File: config.mk
export PLATFORM = sky130hd
export DESIGN_NAME = stamp_pit_timer
export DESIGN_NICKNAME = d
export VERILOG_FILES = /design/src/rtl/stamp_pit_pkg.sv /design/src/rtl/stamp_counter.sv /design/src/rtl/pit_core.sv /design/src/rtl/stamp_regs.sv /design/src/rtl/stamp_pit_timer.sv
export SDC_FILE = /design/constraint.sdc
export NUM_CORES = 1
export LEC_CHECK = 0
export BUFFER_PORTS_ARGS = -buffer_cell sky130_fd_sc_hd__buf_2
export CORE_AREA = 3 3 156 128
export CTS_CLUSTER_DIAMETER = 40
export DETAILED_ROUTE_END_ITERATION = 10
export DIE_AREA = 0 0 159 131
export MAX_ROUTING_LAYER = met4
export RECOVER_POWER = 25
export SLEW_MARGIN = 20
export SYNTH_ARGS = -nofsm -noshare
export SYNTH_HDL_FRONTEND = slang
export SYNTH_SLANG_ARGS = --single-unit
File: constraint.sdc
create_clock -name clk_i -period 2.55 [get_ports clk_i]
set_input_delay 0 -clock clk_i [delete_from_list [all_inputs] [get_ports clk_i]]
set_output_delay 0 -clock clk_i [all_outputs]
set_load 0.01 [all_outputs]
File: src/rtl/stamp_pit_pkg.sv
package stamp_pit_pkg;
  localparam logic [7:0] A_TS_LO  = 8'h64;
  localparam logic [7:0] A_TS_HI  = 8'h66;
  localparam logic [7:0] A_PER_LO = 8'h68;
  localparam logic [7:0] A_PER_HI = 8'h6A;
  localparam logic [7:0] A_EVT    = 8'h6E;
endpackage

File: src/rtl/stamp_counter.sv
module stamp_counter #(
  parameter int HALF_W = 16,
  localparam int TS_W = 2 * HALF_W
) (
  input  logic              clk_i,
  input  logic              rst_ni,
  input  logic              snap_i,
  output logic [TS_W-1:0]   ts_o,
  output logic [HALF_W-1:0] hold_o
);
  logic [TS_W-1:0]   ts_q;
  logic [HALF_W-1:0] hold_q;

  always_ff @(posedge clk_i or negedge rst_ni) begin
    if (!rst_ni) begin
      ts_q   <= '0;
      hold_q <= '0;
    end else begin
      ts_q <= ts_q + 1'b1;
      if (snap_i) hold_q <= ts_q[TS_W-1:HALF_W];
    end
  end

  assign ts_o   = ts_q;
  assign hold_o = hold_q;
endmodule

File: src/rtl/pit_core.sv
module pit_core #(
  parameter int HALF_W = 16,
  localparam int CNT_W = 2 * HALF_W
) (
  input  logic             clk_i,
  input  logic             rst_ni,
  input  logic             en_i,
  input  logic [CNT_W-1:0] period_i,
  output logic             tick_o,
  output logic             expire_o,
  output logic [CNT_W-1:0] cnt_o
);
  logic             en_q, phase_q;
  logic [CNT_W-1:0] cnt_q;
  logic             rise, tick, last;

  assign rise = en_i & ~en_q;
  // half-rate tick, phase restarted at every load
  assign tick = en_i & ~rise & phase_q;
  // zero period counts as one tick so the counter never wraps
  assign last = (cnt_q <= CNT_W'(1));

  always_ff @(posedge clk_i or negedge rst_ni) begin
    if (!rst_ni) begin
      en_q    <= 1'b0;
      phase_q <= 1'b0;
      cnt_q   <= '0;
    end else begin
      en_q <= en_i;
      if (rise) begin
        cnt_q   <= period_i;
        phase_q <= 1'b0;
      end else if (en_i) begin
        phase_q <= ~phase_q;
        if (tick) cnt_q <= last ? period_i : cnt_q - 1'b1;
      end
    end
  end

  assign tick_o   = tick;
  assign expire_o = tick & last;
  assign cnt_o    = cnt_q;
endmodule

File: src/rtl/stamp_regs.sv
module stamp_regs
  import stamp_pit_pkg::*;
#(
  parameter int HALF_W = 16,
  parameter int ADDR_W = 8,
  localparam int TS_W = 2 * HALF_W
) (
  input  logic              clk_i,
  input  logic              rst_ni,
  input  logic [ADDR_W-1:0] addr_i,
  input  logic              wr_i,
  input  logic              rd_i,
  input  logic [HALF_W-1:0] wdata_i,
  output logic [HALF_W-1:0] rdata_o,
  input  logic [TS_W-1:0]   ts_i,
  input  logic [HALF_W-1:0] hold_i,
  input  logic              expire_i,
  output logic              snap_o,
  output logic [TS_W-1:0]   period_o,
  output logic              evt_o
);
  logic              evt_q, clr;
  logic [HALF_W-1:0] rd_mux, rdata_q;

  for (genvar h = 0; h < 2; h++) begin : g_per
    logic [HALF_W-1:0] per_q;
    always_ff @(posedge clk_i or negedge rst_ni) begin
      if (!rst_ni) per_q <= '0;
      else if (wr_i && addr_i == ADDR_W'(A_PER_LO + 8'(2 * h))) per_q <= wdata_i;
    end
    assign period_o[h*HALF_W +: HALF_W] = per_q;
  end

  assign snap_o = rd_i && (addr_i == ADDR_W'(A_TS_LO));
  assign clr    = wr_i && (addr_i == ADDR_W'(A_EVT)) && wdata_i[0];

  always_comb begin
    rd_mux = '0;
    if (addr_i == ADDR_W'(A_TS_LO))       rd_mux = ts_i[HALF_W-1:0];
    else if (addr_i == ADDR_W'(A_TS_HI))  rd_mux = hold_i;
    else if (addr_i == ADDR_W'(A_PER_LO)) rd_mux = period_o[HALF_W-1:0];
    else if (addr_i == ADDR_W'(A_PER_HI)) rd_mux = period_o[TS_W-1:HALF_W];
    else if (addr_i == ADDR_W'(A_EVT))    rd_mux = HALF_W'(evt_q);
  end

  always_ff @(posedge clk_i or negedge rst_ni) begin
    if (!rst_ni) begin
      evt_q   <= 1'b0;
      rdata_q <= '0;
    end else begin
      evt_q <= expire_i | (evt_q & ~clr);  // expiry wins over clear
      if (rd_i) rdata_q <= rd_mux;
    end
  end

  assign rdata_o = rdata_q;
  assign evt_o   = evt_q;
endmodule

File: src/rtl/stamp_pit_timer.sv
module stamp_pit_timer #(
  parameter int HALF_W = 16,
  parameter int ADDR_W = 8,
  localparam int TS_W = 2 * HALF_W
) (
  input  logic              clk_i,
  input  logic              rst_ni,
  input  logic [ADDR_W-1:0] addr_i,
  input  logic              wr_i,
  input  logic              rd_i,
  input  logic [HALF_W-1:0] wdata_i,
  output logic [HALF_W-1:0] rdata_o,
  input  logic              pit_en_i,
  output logic              event_o
);
  logic              snap_w, expire_w, tick_w;
  logic [TS_W-1:0]   ts_w, period_w, cnt_w;
  logic [HALF_W-1:0] hold_w;

  stamp_counter #(.HALF_W(HALF_W)) i_stamp (
    .clk_i(clk_i), .rst_ni(rst_ni), .snap_i(snap_w),
    .ts_o(ts_w), .hold_o(hold_w)
  );

  pit_core #(.HALF_W(HALF_W)) i_pit (
    .clk_i(clk_i), .rst_ni(rst_ni), .en_i(pit_en_i), .period_i(period_w),
    .tick_o(tick_w), .expire_o(expire_w), .cnt_o(cnt_w)
  );

  stamp_regs #(.HALF_W(HALF_W), .ADDR_W(ADDR_W)) i_regs (
    .clk_i(clk_i), .rst_ni(rst_ni), .addr_i(addr_i), .wr_i(wr_i), .rd_i(rd_i),
    .wdata_i(wdata_i), .rdata_o(rdata_o), .ts_i(ts_w), .hold_i(hold_w),
    .expire_i(expire_w), .snap_o(snap_w), .period_o(period_w), .evt_o(event_o)
  );
endmodule

==> metrics.txt <==
# TYPE chip_impl_metric gauge
chip_impl_metric{name="worstPathRequired",unit="ps"} 2910
chip_impl_metric{name="io_buffer_count",unit=""} 45
chip_impl_metric{name="ant_nets",unit=""} 0
chip_impl_metric{name="count_of_warnings_emitted_by_yosys",unit=""} 0
chip_impl_metric{name="first_global_vias",unit=""} 5205
chip_impl_info{name="timing.critical_path.max_delay_family",value="simple AND/OR/NAND/NOR gates"} 1
chip_impl_metric{name="maximum_level_of_the_cts_h_tree",unit=""} 4
chip_impl_info{name="worst_hold_path.endpoint",value="i_regs.rdata_o[4]"} 1
chip_impl_info{name="clk_root_buffer_cell",value="sky130_fd_sc_hd__clkbuf_16"} 1
chip_impl_metric{name="route.vias.total",unit=""} 5306
chip_impl_metric{name="cp.arrival",unit="ps"} 2930
chip_impl_metric{name="grt-ovfl-total",unit=""} 0
chip_impl_info{name="critPathKind",value="reg -> reg"} 1
chip_impl_metric{name="initial_core_util",unit=""} 0.344
chip_impl_metric{name="asyncSetResetFlopFracSynth",unit=""} 1.00
chip_impl_metric{name="synth-seq-cells",unit=""} 131
chip_impl_metric{name="final_design_area_no_fill",unit="um^2"} 8040
chip_impl_info{name="worst_r2r_startpoint",value="i_pit.cnt_o[13]"} 1
chip_impl_metric{name="floorplan.die.height",unit="um"} 131
chip_impl_metric{name="cts_buffers",unit=""} 17
chip_impl_info{name="hold_start",value="rd_i"} 1
chip_impl_metric{name="postPlaceCellArea",unit="um^2"} 7270
chip_impl_info{name="timing.rr.end",value="i_regs.evt_o"} 1
chip_impl_metric{name="insertedDiodeCount",unit=""} 0
chip_impl_metric{name="final_hold_viol_count",unit=""} 0
chip_impl_metric{name="weighted_congestion_reported_at_the_end_of_routability_driven_placement",unit=""} 0.875
chip_impl_metric{name="floorplan.rows",unit=""} 45
chip_impl_metric{name="max_capacitance_violation_total",unit=""} 1
chip_impl_metric{name="horizontal_die_dimension",unit="um"} 159
chip_impl_info{name="cp-start-kind",value="flop"} 1
chip_impl_metric{name="dieArea",unit="um^2"} 20800
chip_impl_metric{name="timing.critical_path.slowest_cell_delay",unit="ps"} 550
chip_impl_metric{name="initialDrtViolationCount",unit=""} 426
chip_impl_info{name="setup_repair_after_global_routing_missed_its_margin",value="true"} 1
chip_impl_metric{name="detail_route.first_pass.iterations",unit=""} 5
chip_impl_metric{name="vias_per_cell",unit=""} 5.40
chip_impl_metric{name="max_slew_margin",unit=""} -0.355
chip_impl_metric{name="period_minus_slack",unit="ps"} 2570
chip_impl_metric{name="first_pass_grt_wire_length",unit="mm"} 27.8
chip_impl_metric{name="areaGrowthSynthToFinish",unit="%"} 25.1
chip_impl_metric{name="detailed_place_hpwl",unit="mm"} 12.4
chip_impl_metric{name="cell_count_of_the_worst_reg_to_reg_path",unit=""} 5
chip_impl_metric{name="post_synth_num_cell_types",unit=""} 55
chip_impl_metric{name="synth_enable_flop_cells",unit=""} 0
chip_impl_metric{name="post_synth_instance_area",unit="um^2"} 6420
chip_impl_metric{name="fill_cells",unit=""} 1767
chip_impl_metric{name="wirelength",unit="mm"} 17.3
chip_impl_metric{name="skew",unit="ps"} 7.67
chip_impl_info{name="violations",value="max-capacitance violations, max-slew violations, negative setup slack"} 1
chip_impl_metric{name="floorplan.core_area",unit="um^2"} 18700
chip_impl_metric{name="seq_total_area_yosys",unit=""} 0.510
chip_impl_metric{name="grt_max_degree",unit=""} 82
chip_impl_metric{name="clock.fmax",unit="MHz"} 389
chip_impl_metric{name="hold_path_depth",unit=""} 3
chip_impl_metric{name="syn_inst",unit=""} 608
chip_impl_info{name="run_status",value="complete, but fails checks"} 1
chip_impl_metric{name="multi_input_comb_area",unit="um^2"} 3040
chip_impl_metric{name="bufs_and_invs_on_worst_path",unit=""} 1
chip_impl_metric{name="final_max_slew_viol_count",unit=""} 36
chip_impl_metric{name="power_per_cell_area",unit="nW/um^2"} 678
chip_impl_metric{name="remaining_drc_errors",unit=""} 0
chip_impl_metric{name="vdd_ir_drop_max",unit="V"} 0.000393
chip_impl_info{name="end_kind",value="flop"} 1
chip_impl_metric{name="leakage",unit="uW"} 0.00357
chip_impl_metric{name="layout.nets",unit=""} 744
chip_impl_info{name="crit_path_top_delay_cell",value="sky130_fd_sc_hd__o41ai_1"} 1
chip_impl_metric{name="mappedNetlistNets",unit=""} 640
chip_impl_metric{name="clkSinkCount",unit=""} 131
chip_impl_info{name="worstHoldPathType",value="in -> reg"} 1
chip_impl_info{name="cts_tree",value="yes"} 1
chip_impl_metric{name="grt_antenna_before_repair",unit=""} 0
chip_impl_metric{name="clk-insertion-delay-late",unit="ps"} 420
chip_impl_info{name="ys_dominant_reg_cell",value="sky130_fd_sc_hd__dfrtp_1"} 1
chip_impl_metric{name="synth_area_per_cell",unit="um^2"} 10.6
chip_impl_metric{name="setup_viol_count_final",unit=""} 2
chip_impl_metric{name="critical_path_peak_fanout",unit=""} 5
chip_impl_info{name="most_common_cell_on_crit_path",value="sky130_fd_sc_hd__or4_4"} 1
chip_impl_metric{name="drive_gt1_frac",unit=""} 0.257
chip_impl_metric{name="worst_setup_hold_path_clk_slew",unit="ps"} 60
chip_impl_metric{name="final_worst_path_setup_slack",unit="ps"} -21.6
chip_impl_metric{name="wl_per_cell",unit="um"} 17.6
chip_impl_metric{name="min_period_over_period",unit=""} 1.01
chip_impl_metric{name="area.sequential",unit="um^2"} 3280
chip_impl_metric{name="groute.usage.overall",unit=""} 0.173
chip_impl_metric{name="boundaryPins",unit=""} 46
chip_impl_metric{name="dpl_worst_slack",unit="ps"} -9.25
chip_impl_info{name="path_cells",value="or4_4 > or4_4 > or3_4 > o41ai_1 > buf_4"} 1
chip_impl_metric{name="worst-r2r-setup-slack",unit="ps"} -20
chip_impl_metric{name="clock_tree.buffer_depth",unit=""} 2
chip_impl_metric{name="tightestPinTransition",unit="ps"} 2030
-- registers in the layout, indices dropped and copies added, names as in the netlist --
| register | count |
|---|---|
| i_regs.g_per.per_q | 32 |
| i_stamp.hold_o | 16 |
| i_regs.evt_o | 1 |
| i_pit.cnt_o | 32 |
| i_pit.en_q | 1 |
| i_regs.rdata_o | 16 |
| i_stamp.ts_o | 32 |
| i_pit.phase_q | 1 |
-- cell type report --
cell class              count  area share
clock inverters            10     0.00763
repair buffers            117       0.104
well taps                 258      0.0402
flip-flops and latches    131       0.408
multi-input cells         433       0.378
clock buffers              21      0.0573
inverters                  12     0.00560
-- worst register-to-register path, stage by stage, from the launching register on --
cell                      delay (ps)
sky130_fd_sc_hd__dfrtp_1         380
sky130_fd_sc_hd__or4_4           540
sky130_fd_sc_hd__or4_4           470
sky130_fd_sc_hd__or3_4           390
sky130_fd_sc_hd__o41ai_1         550
sky130_fd_sc_hd__buf_4           200
-- routing by layer --
layer | vias up | wire [um] | track usage
li1 | 2449 | - | -
met1 | 2644 | 8410 | 0.246
met2 | 197 | 7620 | 0.252
met3 | 16 | 1060 | 0.0400
met4 | 0 | 178 | 0.0422
met5 | - | 0 | -
-- how the worst max path moves through the flow --
stage | from | to | slack [ps] | depth (start not counted)
global placement | i_pit.cnt_o[13] | i_regs.evt_o | 6 | 5
detailed placement | i_pit.cnt_o[13] | i_pit.cnt_o[29] | -9 | 7
global route | i_pit.cnt_o[13] | i_pit.cnt_o[29] | -110 | 6
CTS | i_pit.cnt_o[13] | i_pit.cnt_o[20] | -10 | 7
floorplan | i_pit.cnt_o[13] | i_pit.cnt_o[20] | 5 | 8
finish | i_pit.cnt_o[13] | i_regs.evt_o | -20 | 5
-- Yosys cell counts (2+ instances only) --
| library cell | n | area [um^2] |
|---|---|---|
| sky130_fd_sc_hd__a211oi_1 | 3 | 22.5 |
| sky130_fd_sc_hd__a21oi_1 | 34 | 170 |
| sky130_fd_sc_hd__a221oi_1 | 16 | 140 |
| sky130_fd_sc_hd__a22oi_1 | 7 | 52.6 |
| sky130_fd_sc_hd__a2bb2oi_1 | 13 | 114 |
| sky130_fd_sc_hd__a311o_1 | 2 | 20.0 |
| sky130_fd_sc_hd__and2_1 | 2 | 12.5 |
| sky130_fd_sc_hd__and3_1 | 4 | 25.0 |
| sky130_fd_sc_hd__and4_1 | 2 | 17.5 |
| sky130_fd_sc_hd__buf_1 | 4 | 15.0 |
| sky130_fd_sc_hd__buf_2 | 4 | 20.0 |
| sky130_fd_sc_hd__buf_6 | 2 | 22.5 |
| sky130_fd_sc_hd__clkbuf_1 | 21 | 78.8 |
| sky130_fd_sc_hd__dfrtp_1 | 131 | 3280 |
| sky130_fd_sc_hd__ha_1 | 3 | 37.5 |
| sky130_fd_sc_hd__inv_1 | 12 | 45.0 |
| sky130_fd_sc_hd__mux2_2 | 48 | 541 |
| sky130_fd_sc_hd__mux2i_1 | 26 | 260 |
| sky130_fd_sc_hd__nand2_1 | 44 | 165 |
| sky130_fd_sc_hd__nand2b_1 | 2 | 12.5 |
| sky130_fd_sc_hd__nand3_1 | 34 | 170 |
| sky130_fd_sc_hd__nand4_1 | 11 | 68.8 |
| sky130_fd_sc_hd__nor2_1 | 60 | 225 |
| sky130_fd_sc_hd__nor2b_1 | 2 | 12.5 |
| sky130_fd_sc_hd__nor3_1 | 20 | 100 |
| sky130_fd_sc_hd__nor4_1 | 9 | 56.3 |
| sky130_fd_sc_hd__nor4bb_1 | 2 | 20.0 |
| sky130_fd_sc_hd__o211ai_1 | 3 | 22.5 |
| sky130_fd_sc_hd__o21ai_0 | 12 | 60.1 |
| sky130_fd_sc_hd__o22ai_1 | 7 | 43.8 |
| sky130_fd_sc_hd__o2bb2ai_1 | 3 | 26.3 |
| sky130_fd_sc_hd__o311ai_0 | 5 | 43.8 |
| sky130_fd_sc_hd__or2_2 | 2 | 12.5 |
| sky130_fd_sc_hd__or3_1 | 7 | 43.8 |
| sky130_fd_sc_hd__or4_4 | 3 | 33.8 |
| sky130_fd_sc_hd__xnor2_1 | 20 | 175 |
| sky130_fd_sc_hd__xor2_1 | 10 | 87.6 |
-- placed cells by master, fill, tap and decap left out, types with 20 or more instances in the layout --
cell	netlist	routed
sky130_fd_sc_hd__a21oi_1	34	31
sky130_fd_sc_hd__buf_2	4	34
sky130_fd_sc_hd__buf_4	1	47
sky130_fd_sc_hd__dfrtp_1	131	131
sky130_fd_sc_hd__mux2_2	48	48
sky130_fd_sc_hd__mux2i_1	26	26
sky130_fd_sc_hd__nand2_1	44	44
sky130_fd_sc_hd__nand3_1	34	34
sky130_fd_sc_hd__nor2_1	60	59
sky130_fd_sc_hd__xnor2_1	20	20
-- cell families after synthesis --
group	count (synthesis)	synth area share
adder cells (fa/ha/maj)	3	0.00584
XOR/XNOR	30	0.0409
multiplexers	74	0.125
flip-flops	131	0.510
AO/OA/AOI/OAI	116	0.129
buffers and inverters	44	0.0294
AND/OR/NAND/NOR	210	0.160
-- power breakdown --
group / leakage [uW] / switching [uW] / internal, uW / total [uW]
Clock: 0.000254 / 895 / 1280 / 2170
Sequential: 0.00172 / 175 / 2240 / 2420
Combinational: 0.00159 / 464 / 395 / 858
Total: 0.00357 / 1530 / 3910 / 5450
-- timing repair --
action                                  in CTS  in global routing
resized for setup                            1                 23
hold buffers                                18                  0
pin swaps                                    1                  3
endpoints found under the setup margin       4                 21
endpoints found under the hold margin       84                  0
buffers inserted                             0                  1
-- per-stage QoR --
stage / total power [uW] / utilization / TNS (ps) / hold WS, ps / cells
finish: 5450 / 0.430 / -42.0 / 127 / 982
floorplan: 2860 / - / 0 / -296 / 608
CTS: 5450 / 0.427 / -17.7 / 88.0 / 981
global placement: 3220 / 0.389 / 0 / -19.7 / 932
global route: 5690 / 0.430 / -673 / 139 / 982
detailed placement: 3250 / 0.389 / -14.9 / -4.80 / 932
Power figures use the tool's default switching activity.
